--- config.mk ---
export PLATFORM = sky130hd
export DESIGN_NAME = chipsel_decoder
export DESIGN_NICKNAME = d
export VERILOG_FILES = /design/src/rtl/csd_pkg.sv /design/src/rtl/csd_cfg_regs.sv /design/src/rtl/csd_match.sv /design/src/rtl/csd_term.sv /design/src/rtl/chipsel_decoder.sv
export SDC_FILE = /design/constraint.sdc
export NUM_CORES = 1
export LEC_CHECK = 0
export ABC_AREA = 1
export ABC_CLOCK_PERIOD_IN_PS = 1600
export BUFFER_PORTS_ARGS = -buffer_cell sky130_fd_sc_hd__buf_2
export CAP_MARGIN = 20
export CORE_MARGIN = 2
export CORE_UTILIZATION = 30
export DETAILED_ROUTE_END_ITERATION = 8
export PLACE_DENSITY = 0.45
export SETUP_SLACK_MARGIN = 0.1
export SYNTH_ARGS = -nofsm -noshare
export SYNTH_HDL_FRONTEND = slang
export SYNTH_HIERARCHICAL = 1
export SYNTH_SLANG_ARGS = --single-unit
--- constraint.sdc ---
create_clock -name clk -period 1.6 [get_ports clk]
set_clock_uncertainty 0.05 [all_clocks]
set_input_delay 0 -clock clk [delete_from_list [all_inputs] [get_ports clk]]
set_output_delay 0 -clock clk [all_outputs]
set_load 0.02 [all_outputs]
--- src/rtl/csd_pkg.sv ---
package csd_pkg;

    localparam int BLK_CODE_W = 3;
    localparam int TERM_W     = 4;

    localparam logic [TERM_W-1:0] TERM_MAX_WAIT = 4'd13;
    localparam logic [TERM_W-1:0] TERM_FAST     = 4'd14;
    localparam logic [TERM_W-1:0] TERM_EXTERNAL = 4'd15;

    // option word layout, MSB first
    typedef struct packed {
        logic [2:0]        level;
        logic [1:0]        space;
        logic [TERM_W-1:0] term;
        logic              on_ds;
        logic [1:0]        dir;
        logic [1:0]        lanes;
    } opt_t;

    localparam int OPT_W = $bits(opt_t);

    typedef enum logic [1:0] {
        PIN_DISCRETE  = 2'b00,
        PIN_ALTERNATE = 2'b01,
        PIN_CS_NARROW = 2'b10,
        PIN_CS_WIDE   = 2'b11
    } pin_mode_e;

    localparam opt_t BOOT_OPT = '{level: 3'd0, space: 2'b11, term: 4'd13,
                                  on_ds: 1'b0, dir: 2'b11, lanes: 2'b11};

    function automatic logic space_ok(input logic [1:0] fld, input logic [1:0] cyc);
        case (fld)
            2'b00:   return cyc == 2'b00;
            2'b01:   return cyc == 2'b01;
            2'b10:   return cyc == 2'b10;
            default: return (cyc == 2'b01) || (cyc == 2'b10);
        endcase
    endfunction

    function automatic logic level_ok(input logic [1:0] fld, input logic [2:0] want,
                                      input logic [2:0] got);
        return (fld != 2'b00) || (want == 3'd0) || (want == got);
    endfunction

    function automatic logic dir_ok(input logic [1:0] fld, input logic rd);
        return rd ? fld[0] : fld[1];
    endfunction

endpackage

--- src/rtl/csd_cfg_regs.sv ---
module csd_cfg_regs
    import csd_pkg::*;
#(
    parameter int NUM_CH = 4,
    parameter int CH_W   = 2,
    parameter int BASE_W = 13,
    parameter int CFG_W  = 16
) (
    input  logic                  clk,
    input  logic                  rst,
    input  logic                  boot_d0,
    input  logic                  cfg_we,
    input  logic [CH_W-1:0]       cfg_ch,
    input  logic [1:0]            cfg_reg,
    input  logic [CFG_W-1:0]      cfg_wdata,
    output logic [BASE_W-1:0]     base_o [NUM_CH],
    output logic [BLK_CODE_W-1:0] blk_o  [NUM_CH],
    output opt_t                  opt_o  [NUM_CH],
    output pin_mode_e             pin_o  [NUM_CH],
    output logic [NUM_CH-1:0]     disc_o
);

    localparam int BASE_LSB = BLK_CODE_W;

    logic unused_wdata;
    assign unused_wdata = ^cfg_wdata;

    always_ff @(posedge clk) begin
        if (rst) begin
            for (int c = 0; c < NUM_CH; c++) begin
                base_o[c] <= '0;
                disc_o[c] <= 1'b0;
                if (c == 0) begin
                    blk_o[c] <= '1;
                    opt_o[c] <= BOOT_OPT;
                    pin_o[c] <= boot_d0 ? PIN_CS_WIDE : PIN_CS_NARROW;
                end else begin
                    blk_o[c] <= '0;
                    opt_o[c] <= '0;
                    pin_o[c] <= PIN_CS_WIDE;
                end
            end
        end else if (cfg_we && (int'(cfg_ch) < NUM_CH)) begin
            case (cfg_reg)
                2'd0: begin
                    base_o[cfg_ch] <= cfg_wdata[BASE_LSB +: BASE_W];
                    blk_o[cfg_ch]  <= cfg_wdata[BLK_CODE_W-1:0];
                end
                2'd1: opt_o[cfg_ch] <= opt_t'(cfg_wdata[OPT_W-1:0]);
                2'd2: begin
                    pin_o[cfg_ch]  <= pin_mode_e'(cfg_wdata[1:0]);
                    disc_o[cfg_ch] <= cfg_wdata[2];
                end
                default: ;
            endcase
        end
    end

    for (genvar g = 1; g < NUM_CH; g++) begin : g_rst_chk
        AST_RESET_LANES_OFF: assert property (@(posedge clk) disable iff (rst)
            $past(rst) |-> opt_o[g].lanes == 2'b00)
            else $error("non-boot channel enabled out of reset");
    end

endmodule

--- src/rtl/csd_match.sv ---
module csd_match
    import csd_pkg::*;
#(
    parameter int ADDR_W     = 24,
    parameter int MIN_BLK_LG = 11,
    parameter int BASE_W     = ADDR_W - MIN_BLK_LG
) (
    input  logic [BASE_W-1:0]     base,
    input  logic [BLK_CODE_W-1:0] blk,
    input  opt_t                  opt,
    input  pin_mode_e             pin,
    input  logic [BASE_W-1:0]     addr_hi,
    input  logic                  bus_as,
    input  logic                  bus_ds,
    input  logic [1:0]            bus_space,
    input  logic                  bus_read,
    input  logic [1:0]            bus_lanes,
    input  logic [2:0]            bus_ipl,
    input  logic                  bus_internal,
    output logic                  hit_d
);

    logic addr_ok, attr_ok, strobe;

    always_comb begin
        addr_ok = 1'b1;
        for (int i = 0; i < BASE_W; i++) begin
            if ((i >= int'(blk)) && (addr_hi[i] != base[i])) addr_ok = 1'b0;
        end
    end

    assign attr_ok = (|(opt.lanes & bus_lanes))
                   && dir_ok(opt.dir, bus_read)
                   && space_ok(opt.space, bus_space)
                   && level_ok(opt.space, opt.level, bus_ipl);

    assign strobe = opt.on_ds ? bus_ds : bus_as;

    assign hit_d = addr_ok && attr_ok && strobe && !bus_internal && pin[1];

endmodule

--- src/rtl/csd_term.sv ---
module csd_term
    import csd_pkg::*;
#(
    parameter int NUM_CH = 4
) (
    input  logic              clk,
    input  logic              rst,
    input  logic [NUM_CH-1:0] hit_q,
    input  logic [TERM_W-1:0] term_i [NUM_CH],
    input  logic [NUM_CH-1:0] wide_i,
    output logic              int_ack,
    output logic              ack_wide
);

    logic [TERM_W-1:0] waited [NUM_CH];

    for (genvar g = 0; g < NUM_CH; g++) begin : g_cnt
        always_ff @(posedge clk) begin
            if (rst || !hit_q[g])        waited[g] <= '0;
            else if (waited[g] != '1)    waited[g] <= waited[g] + 1'b1;
        end
    end

    always_comb begin
        logic found;
        found    = 1'b0;
        int_ack  = 1'b0;
        ack_wide = 1'b0;
        for (int c = 0; c < NUM_CH; c++) begin
            if (!found && hit_q[c]) begin
                found = 1'b1;
                if (term_i[c] == TERM_FAST)
                    int_ack = 1'b1;
                else if (term_i[c] <= TERM_MAX_WAIT && waited[c] > term_i[c])
                    int_ack = 1'b1;
                ack_wide = int_ack && wide_i[c];
            end
        end
    end

    AST_ACK_NEEDS_SEL: assert property (@(posedge clk) disable iff (rst)
        int_ack |-> (hit_q != '0))
        else $error("acknowledge without a select");

    AST_WIDE_ONLY_ACK: assert property (@(posedge clk) disable iff (rst)
        ack_wide |-> int_ack)
        else $error("width reported without acknowledge");

endmodule

--- src/rtl/chipsel_decoder.sv ---
module chipsel_decoder
    import csd_pkg::*;
#(
    parameter int NUM_CH     = 4,
    parameter int ADDR_W     = 24,
    parameter int MIN_BLK_LG = 11,
    parameter int CFG_W      = 16,
    localparam int CH_W      = (NUM_CH > 1) ? $clog2(NUM_CH) : 1,
    localparam int BASE_W    = ADDR_W - MIN_BLK_LG
) (
    input  logic              clk,
    input  logic              rst,
    input  logic              boot_d0,
    input  logic              cfg_we,
    input  logic [CH_W-1:0]   cfg_ch,
    input  logic [1:0]        cfg_reg,
    input  logic [CFG_W-1:0]  cfg_wdata,
    input  logic              bus_as,
    input  logic              bus_ds,
    input  logic [ADDR_W-1:0] bus_addr,
    input  logic [1:0]        bus_space,
    input  logic              bus_read,
    input  logic [1:0]        bus_lanes,
    input  logic [2:0]        bus_ipl,
    input  logic              bus_internal,
    input  logic [NUM_CH-1:0] alt_in,
    output logic [NUM_CH-1:0] pin_out,
    output logic              int_ack,
    output logic              ack_wide
);

    logic [BASE_W-1:0]     base [NUM_CH];
    logic [BLK_CODE_W-1:0] blk  [NUM_CH];
    opt_t                  opt  [NUM_CH];
    pin_mode_e             pin  [NUM_CH];
    logic [NUM_CH-1:0]     disc;
    logic [NUM_CH-1:0]     hit_d, hit_q, wide;
    logic [TERM_W-1:0]     term [NUM_CH];

    logic unused_addr_low;
    assign unused_addr_low = ^bus_addr[MIN_BLK_LG-1:0];

    csd_cfg_regs #(.NUM_CH(NUM_CH), .CH_W(CH_W), .BASE_W(BASE_W), .CFG_W(CFG_W)) u_cfg (
        .clk, .rst, .boot_d0, .cfg_we, .cfg_ch, .cfg_reg, .cfg_wdata,
        .base_o(base), .blk_o(blk), .opt_o(opt), .pin_o(pin), .disc_o(disc)
    );

    for (genvar g = 0; g < NUM_CH; g++) begin : g_ch
        csd_match #(.ADDR_W(ADDR_W), .MIN_BLK_LG(MIN_BLK_LG), .BASE_W(BASE_W)) u_match (
            .base(base[g]), .blk(blk[g]), .opt(opt[g]), .pin(pin[g]),
            .addr_hi(bus_addr[ADDR_W-1:MIN_BLK_LG]),
            .bus_as, .bus_ds, .bus_space, .bus_read, .bus_lanes, .bus_ipl,
            .bus_internal, .hit_d(hit_d[g])
        );

        assign term[g] = opt[g].term;
        assign wide[g] = (pin[g] == PIN_CS_WIDE);

        always_comb begin
            case (pin[g])
                PIN_DISCRETE:  pin_out[g] = disc[g];
                PIN_ALTERNATE: pin_out[g] = alt_in[g];
                default:       pin_out[g] = !hit_q[g];
            endcase
        end

        AST_NON_CS_QUIET: assert property (@(posedge clk) disable iff (rst)
            !pin[g][1] |=> !hit_q[g])
            else $error("select on a pin not in select mode");
    end

    always_ff @(posedge clk) begin
        if (rst) hit_q <= '0;
        else     hit_q <= hit_d;
    end

    csd_term #(.NUM_CH(NUM_CH)) u_term (
        .clk, .rst, .hit_q, .term_i(term), .wide_i(wide), .int_ack, .ack_wide
    );

    AST_INTERNAL_BLOCKS: assert property (@(posedge clk) disable iff (rst)
        bus_internal |=> hit_q == '0)
        else $error("select during internal access");

    AST_IDLE_NO_SEL: assert property (@(posedge clk) disable iff (rst)
        (!bus_as && !bus_ds) |=> hit_q == '0)
        else $error("select with no strobe");

endmodule

* Yosys cells after proc, flatten, opt, wreduce, memory -nomap -nowiden *
Memories as Yosys holds them, arrays and structs flattened.
Cells that the tools add are included.

storage, ports and cells
  memories kept = 1
  register bits after elaboration = 136
  bits in writable memories = 16

memory list
  memory         words  bits a word  read ports  clocked after Yosys merged registers in  wr ports  RTL line        text
  u_term.waited  4      4            4           0                                        4         csd_term.sv:15  logic [TERM_W-1:0] waited [NUM_CH];

operators by class
  $add $sub $neg = 4
  order comparisons = 40
  eq/ne operators = 84
  bitwise operators = 9
  reduce and logical (&&, ||, !) cells = 118
  mux-type cells = 134

operators with widths
  kind                                                              count
  two-way mux 1 bit                                                 105
  logical AND 1 bit                                                 69
  bitwise mux 56 bit                                                1
  bitwise mux 52 bit                                                1
  inequality test 1 bit                                             52
  greater-or-equal comparator 3 bit, first input constant           12
  demux 14 bit (select 2 bit)                                       1
  demux 13 bit (select 2 bit)                                       1
  greater-or-equal comparator 1 x 3 -> 1 bit, first input constant  8
  greater-or-equal comparator 2 x 3 -> 1 bit, first input constant  8
  two-way mux 8 bit                                                 3
  equality test 2 x 1 -> 1 bit, second input constant               10
  equality test 2 bit, second input constant                        10
  zero test 2 bit                                                   10
  adder 4 x 1 -> 4 bit, second input constant                       4
  equality test 4 bit, second input constant                        4
  > comparator 4 bit                                                4
  less-or-equal comparator 4 bit, second input constant             4
  two-way mux 4 bit                                                 4
  inequality test 4 bit, second input constant                      4
  two-way mux 14 bit                                                1
  logical OR 1 bit                                                  13
  two-way mux 13 bit                                                1
  bitwise mux 12 bit                                                1
  22 further kinds                                                  58

* Depth between registers and ports, before layout *
Gate-level depths: netlist of the first run.
An unclocked memory read counts as a cell.

  depth after elaboration = 20
  gate-level depth with buffers = 13
  mapped depth without buffers = 13

* Modules after synthesis *
Netlist of the first run, hierarchy kept.

modules (own cells, without submodules)
  module           cells an instance  area an instance (um^2)  instances
  csd_cfg_regs     761                5216.3                   1
  csd_match        104                470.5                    4
  csd_term         197                1452.6                   1
  chipsel_decoder  48                 295.3                    1

* Least setup slack after synthesis of the first run *
OpenSTA, ideal clock, no wires.

  kind = register to output
  start = memory u_term.waited[2][2]
  end = output port ack_wide
  path slack = 144 ps
  cell stages (with the launch flop) = 8
  data required time = 1550 ps
  buffers on the path = 0
  arrival = 1406 ps
  cells stage by stage = edfxtp_1 > ha_1 > nand2_1 > o21a_1 > a21oi_2 > nand3_1 > nand2_1 > nand3_1

RTL lines
  element          RTL line               text
  start, declared  csd_term.sv:15
  end, declared    chipsel_decoder.sv:29  output logic ack_wide

==> run_results.csv, run 1 <==
group,metric,value,unit
floorplanning,die_w,175.7,microns
synthesis,ys.flop_type,"dfxtp_1",
power_and_ir_drop,total_power,9.225,mW
place,dpl.cell_count,1870,
place,pre_cts_slack,-0.01358,ns
worst_setup_path,cp_cell_sequence,"ha_1 > nand2_1 > o21a_1 > a21oi_2 > nand3_2 > nand2_2 > nand3_2 > buf_6",
clock_tree,cts_root_buf,"clkbuf_16",
floorplanning,row_count,62,
timing,slew_headroom,0.7192,
route,vias,8399,
route,wirelength,26230,microns
synthesis,synth_compound_area_frac,0.02702,
grt,antenna_found_initial,0,
synthesis,postSynthAreaPerCell,6.221,sq um
final_layout,n_fill_cell,3206,
synthesis,synthCells,1422,
timing,worst_slack,-0.4373,ns
synthesis,yosysUniqueCellTypes,29,
route,via_per_inst,4.350,
final_layout,instances_no_fill,1931,
worst_setup_path,critPathLaunchType,"register",
worst_setup_path,crit_family,"flip-flops",
synthesis,yosysMostFrequentCell,"nand2_1",
synthesis,ys_warn_count,6,
timing,min_period,2.037,ns
worst_setup_path,arrival,1.99,ns
final_layout,final_util,0.3782,
timing,fin_setup_tns,-0.8667,ns
power_and_ir_drop,powerDensity,845.3,nW/um^2
worst_setup_path,crit_slowest_cell,"edfxtp_1",
timing,drv_slew,0,
final_layout,syn_to_final_growth,23.37,%
synthesis,synth_area,8846,sq um
worst_setup_path,critical-path-max-stage-delay,0.42,ns
clock_tree,clk_latency,0.43,ns
clock_tree,cts_htree_levels,4,
synthesis,synthAdderAreaFrac,0.04526,
final_layout,final_cell_area,10910,sq um
place,dp_hpwl,19170,microns
worst_setup_path,worst-path-max-fanout,3,
timing,worst_hold_slack,0.03955,ns
synthesis,yosys-top-cells-count,"nand2_1, nor2_1, inv_1",
grt,grt_use_total,0.1755,
run,maxCapViolations,0,
grt,grt_max_degree,68,
route,drc,0,
synthesis,yosys.area.top_type,"dfxtp_1",
synthesis,synthTopCellsByArea,"dfxtp_1, nand2_1, nor2_1, inv_1, edfxtp_1",
synthesis,ys_ff_latch,152,
worst_setup_path,cpMostUsedCell,"nand3_2",
clock_tree,cts_tree,"built",
clock_tree,clk_path_buf_depth,2,
clock_tree,cts_buffers,17,
floorplanning,core-area,28860,sq um
final_layout,drive_above_1_share,0.1409,
run_status,status,"finished, violations left",
worst_setup_path,cp-end-kind,"primary output",
grt,grt-ovfl-total,0,
synthesis,syn_nets,1517,
worst_setup_path,critical_path_buf_inv_count,1,
synthesis,muxShareOfSynthArea,0,
timing,min_period_over_period,1.273,
synthesis,async_flop_share,0,
route,drt-pass1-iter-count,5,
final_layout,antenna_cells,0,
synthesis,synth_top_family_by_area,"simple AND/OR/NAND/NOR gates",
place,routabilityCongestion,0.7905,
clock_tree,clkTransAtPathRegs,0.07,ns
final_layout,layout.nets,1629,
floorplanning,num_io_pins,69,
power_and_ir_drop,ir_drop,0.0004901,V
synthesis,synth_edf_count,18,
timing,worstMarginPinSlew,0.4212,ns
route,wl_per_cell,13.58,microns
power_and_ir_drop,leakage,5.319,nW
floorplanning,die_area,30880,sq um
synthesis,synth.yosys.seq_area_share,0.3644,
worst_setup_path,path_class,"register to primary output",
timing,hold_viol,0,
timing,rsz0062_at_grt,"true",
floorplanning,die_h,175.7,microns
worst_setup_path,required,1.55,ns
place,port_buffers,57,
place,placed_area,9883,sq um
grt,grt_pass1_vias,7891,
clock_tree,cts_sinks,152,
timing,clock.fmax,490.9,MHz
route,ant_nets,0,
synthesis,synth_top_cell_area_share,0.3033,
timing,setup_violations,2,
run_status,violations,"setup timing",
route,drt_first_iter_violations,420,
synthesis,synth-xor-area-share,0.02772,
hold_path,hp-class,"input port to register",
floorplanning,start_util,0.3065,
synthesis,synth-simple-area-share,0.4222,
grt,grt_pass1_wl,42130,microns
what timing repair did:
| item | 4_1_cts | 5_1_grt |
|---|---|---|
| endpoints found under the setup margin | 4 | 15 |
| hold buffers | 22 | 0 |
| pin swaps | 9 | 15 |
| gates resized for setup | 13 | 37 |
| gates cloned | 0 | 0 |
| endpoints found under the hold margin | 67 | 0 |
| buffers inserted | 3 | 5 |
flip-flops by register name, indices dropped and copies added (netlist names):
| register | count |
|---|---|
| u_cfg/opt_o | 56 |
| u_cfg/base_o | 52 |
| u_term/waited | 16 |
| u_cfg/blk_o | 12 |
| u_cfg/pin_o | 8 |
| hit_q | 4 |
| u_cfg/disc_o | 4 |
worst register-to-register path, cell delays in order, from the launching register on:
cell and delay (ns):
edfxtp_1 0.40, buf_4 0.15, buf_4 0.14, ha_4 0.17
nand2_4 0.07, o21ai_2 0.06, o21bai_1 0.15, a21oi_1 0.10
final cells by class:
type	count	area, sq um	share of cell area
clock buffers	18	429.2	0.03933
clock inverters	14	171.4	0.01571
inverters	214	804.5	0.07372
multi-input cells	1012	4750	0.4352
flip-flops and latches	152	3234	0.2964
well taps	384	480.5	0.04403
repair buffers	137	1044	0.09562
cells by family (layout without fill, tap and decap cells):
| logic type | after synthesis | after routing |
|---|---|---|
| compound gates | 41 | 41 |
| buf+inv | 258 | 383 |
| fa+ha+maj | 32 | 32 |
| xor+xnor | 28 | 28 |
| flops | 152 | 152 |
| simple gates | 911 | 911 |
routing by layer:
layer,up-vias,GRT usage,part of all wire
met5,-,0,0
met1,3778,0.2315,0.49
met3,16,0.02597,0.024
met4,0,0.03926,0.011
li1,4511,-,-
met2,94,0.3030,0.48
cell usage in the layout, fill, tap and decap left out, types with 4 or more instances in the layout:
cell	Yosys	routed
o21ai_0	7	7
o21ai_2	4	5
a21oi_1	17	17
dfxtp_1	134	125
dfxtp_2	0	9
o21bai_1	5	5
nor2_1	300	294
clkbuf_16	0	17
inv_1	210	207
nand2_2	2	11
nand2_1	463	452
nor3_1	9	8
dlygate4sd3_1	0	22
buf_2	7	54
xor2_1	4	4
edfxtp_1	18	18
nand3_2	9	13
nand3_1	73	69
nor2_4	2	4
nor2_2	11	15
buf_12	0	7
inv_2	4	6
ha_1	32	29
or2_0	4	4
o21ai_1	6	4
nand4_1	37	37
clkinv_2	0	4
xnor2_1	24	24
buf_4	7	51
final timing paths:
path | slack, ns | from | end | cells after the start
setup / recovery | -0.44 | u_term/waited[2][3] | ack_wide | 8
hold reg to reg | 0.41 | u_cfg/disc_o[3] | u_cfg/disc_o[3] | 2
hold / removal | 0.04 | cfg_we | u_cfg/disc_o[3] | 5
setup reg to reg | 0.17 | u_term/waited[0][1] | u_term/waited[0][3] | 7
where the power goes:
group | switching (mW) | total [mW] | leakage, nW | internal (mW)
Combinational | 0.652 | 1.02 | 3.72 | 0.367
Sequential | 0.0537 | 3.98 | 1.30 | 3.92
Clock | 1.76 | 4.23 | 0.294 | 2.47
Note: power is estimated with default switching activity, not from simulation.
==> run 2: changes to the inputs <==
--- a/config.mk
+++ b/config.mk
@@ -12,7 +12,8 @@
 export CORE_MARGIN = 2
 export CORE_UTILIZATION = 30
 export DETAILED_ROUTE_END_ITERATION = 8
-export PLACE_DENSITY = 0.45
+export PLACE_DENSITY = 0.54
+export RECOVER_POWER = 100
 export SETUP_SLACK_MARGIN = 0.1
 export SYNTH_ARGS = -nofsm -noshare
 export SYNTH_HDL_FRONTEND = slang
==> run_results.csv, run 2 (synthesis gave the netlist of run 1 again) <==
group,metric,value,unit
run_status,status,"finished, violations left",
run_status,violations,"setup timing",
final_layout,antenna_cells,0,
clock_tree,cts_tree,"built",
place,routabilityCongestion,0.8193,
final_layout,instances_no_fill,1912,
final_layout,layout.nets,1611,
worst_setup_path,cp-end-kind,"primary output",
grt,use_met3,0.02424,
power_and_ir_drop,p_int,6.644,mW
power_and_ir_drop,seqPwrFrac,0.443,
clock_tree,clkTransAtPathRegs,0.06,ns
worst_setup_path,critPathLaunchType,"register",
run,maxCapViolations,0,
power_and_ir_drop,clkPwrFrac,0.449,
timing,slew_headroom,0.4867,
final_layout,largestRegisters,"u_cfg/opt_o x56, u_cfg/base_o x52, u_term/waited x16",
place,pre_cts_slack,0.002546,ns
worst_setup_path,cp_cell_sequence,"ha_4 > nand2_1 > nor2_1 > nor2_1 > nand2_1 > nand2_2 > nand2_1 > nand3_1 > nand2_1 > nand3_2 > buf_6",
route,drt-pass1-iter-count,5,
final_layout,syn_to_final_growth,20.54,%
final_layout,n_fill_cell,3141,
timing,min_period,2.016,ns
timing,worst_slack,-0.4161,ns
worst_setup_path,cpMostUsedCell,"nand2_1",
route,wl_per_cell,12.99,microns
clock_tree,cts_buffers,17,
grt,antenna_found_initial,0,
timing,setup_violations,5,
clock_tree,cts_root_buf,"clkbuf_16",
timing,drv_slew,0,
power_and_ir_drop,leakage,5.166,nW
power_and_ir_drop,power.net_switching,2.347,mW
worst_setup_path,required,1.55,ns
final_layout,regArea,3239,sq um
worst_setup_path,reg2reg_depth,9,
grt,grt_use_met2,0.2959,
worst_setup_path,crit_slowest_cell,"edfxtp_1",
timing,hold_viol,0,
route,drt_first_iter_violations,426,
grt,grt_max_degree,49,
final_layout,largest_reg_flops,56,
floorplanning,die_w,175.7,microns
worst_setup_path,arrival,1.97,ns
timing,clock.fmax,496.0,MHz
grt,grt_pass1_vias,7762,
route,ant_nets,0,
worst_setup_path,worst-path-max-fanout,2,
place,dpl.cell_count,1858,
grt,top_usage_layer,"met2",
power_and_ir_drop,powerDensity,843.2,nW/um^2
clock_tree,cts_sinks,152,
timing,min_period_over_period,1.260,
power_and_ir_drop,combPwrFrac,0.108,
worst_setup_path,path_class,"register to primary output",
route,via_per_inst,4.380,
grt,use_met1,0.2084,
clock_tree,clk_latency,0.43,ns
grt,grt_pass1_wl,40370,microns
floorplanning,core-area,28860,sq um
timing,rsz0062_at_grt,"true",
floorplanning,die_h,175.7,microns
power_and_ir_drop,netSwitchingFraction,0.2610,
power_and_ir_drop,ir_drop,0.0005293,V
timing,worstMarginPinSlew,0.7699,ns
hold_path,hp-class,"input port to register",
timing,fin_setup_tns,-0.8766,ns
worst_setup_path,critical-path-max-stage-delay,0.43,ns
floorplanning,die_area,30880,sq um
place,port_buffers,57,
place,dp_hpwl,17950,microns
final_layout,mostFrequentLayoutCell,"nand2_1",
route,wirelength,24840,microns
grt,grt-ovfl-total,0,
hold_path,whs_path_depth,5,
floorplanning,row_count,62,
route,drc,0,
route,vias,8374,
clock_tree,cts_htree_levels,4,
final_layout,multiInputGateArea,4736,sq um
floorplanning,start_util,0.3065,
final_layout,drive_above_1_share,0.1289,
floorplanning,num_io_pins,69,
final_layout,final_cell_mix,"nand2_1, nor2_1, inv_1",
final_layout,final_util,0.3695,
clock_tree,clk_path_buf_depth,2,
grt,grt_use_total,0.1675,
final_layout,top_register,"u_cfg/opt_o",
-- run 2: metal layers --
| metal | wire (microns) | up-vias |
|---|---|---|
| met4 | 506 | 0 |
| met2 | 11970 | 111 |
| li1 | - | 4484 |
| met1 | 11750 | 3752 |
| met3 | 622 | 27 |
| met5 | 0 | - |
-- run 2: power by group through the flow --
stage	clock network, mW	logic, mW	registers [mW]
5_1_grt	4.29	1.10	3.99
6_report	4.04	0.974	3.98
4_1_cts	4.14	0.988	3.98
3_5_place_dp	0	0.946	4.07
2_1_floorplan	0	0.575	4.05
3_3_place_gp	0	0.940	4.06
-- run 2: final timing paths --
path	from	to	slack [ns]
setup / recovery	u_term/waited[1][3]	ack_wide	-0.42
hold / removal	cfg_ch[1]	u_cfg/disc_o[3]	0.02
setup reg to reg	u_cfg/base_o[34]	hit_q[1]	0.16
hold reg to reg	u_cfg/opt_o[50]	u_cfg/opt_o[50]	0.41
-- run 2: layout make-up --
| class | instances | share of cell area |
|---|---|---|
| inverters | 214 | 0.07533 |
| repair buffers | 119 | 0.07686 |
| clock buffers | 23 | 0.04694 |
| clock inverters | 8 | 0.007862 |
| flip-flops and latches | 152 | 0.3038 |
| well taps | 384 | 0.04506 |
| multi-input cells | 1012 | 0.4441 |
-- run 2: timing repair --
item	4_1_cts	5_1_grt
endpoints found under the hold margin	60	0
hold buffers	20	0
buffers inserted	2	3
gates cloned	0	0
pin swaps	10	15
gates resized for setup	12	39
endpoints found under the setup margin	3	16
-- run 2: critical path: cells and delay by family (launching register included) --
kind,cells,cell delay [ns]
adders and majority gates,1,0.30
buffers and inverters,1,0.14
DFF,1,0.43
and+or+nand+nor,9,0.66
-- run 2: through the flow --
stage | area (sq um) | hold slack [ns] | total power, mW
global placement | 9781 | 0.2086 | 5.003
CTS | 10630 | 0.01444 | 9.106
finish | 10660 | 0.02222 | 8.991
global route | 10660 | 0.03788 | 9.387
detailed placement | 9781 | 0.2223 | 5.012
floorplan | 8846 | 0.01907 | 4.629
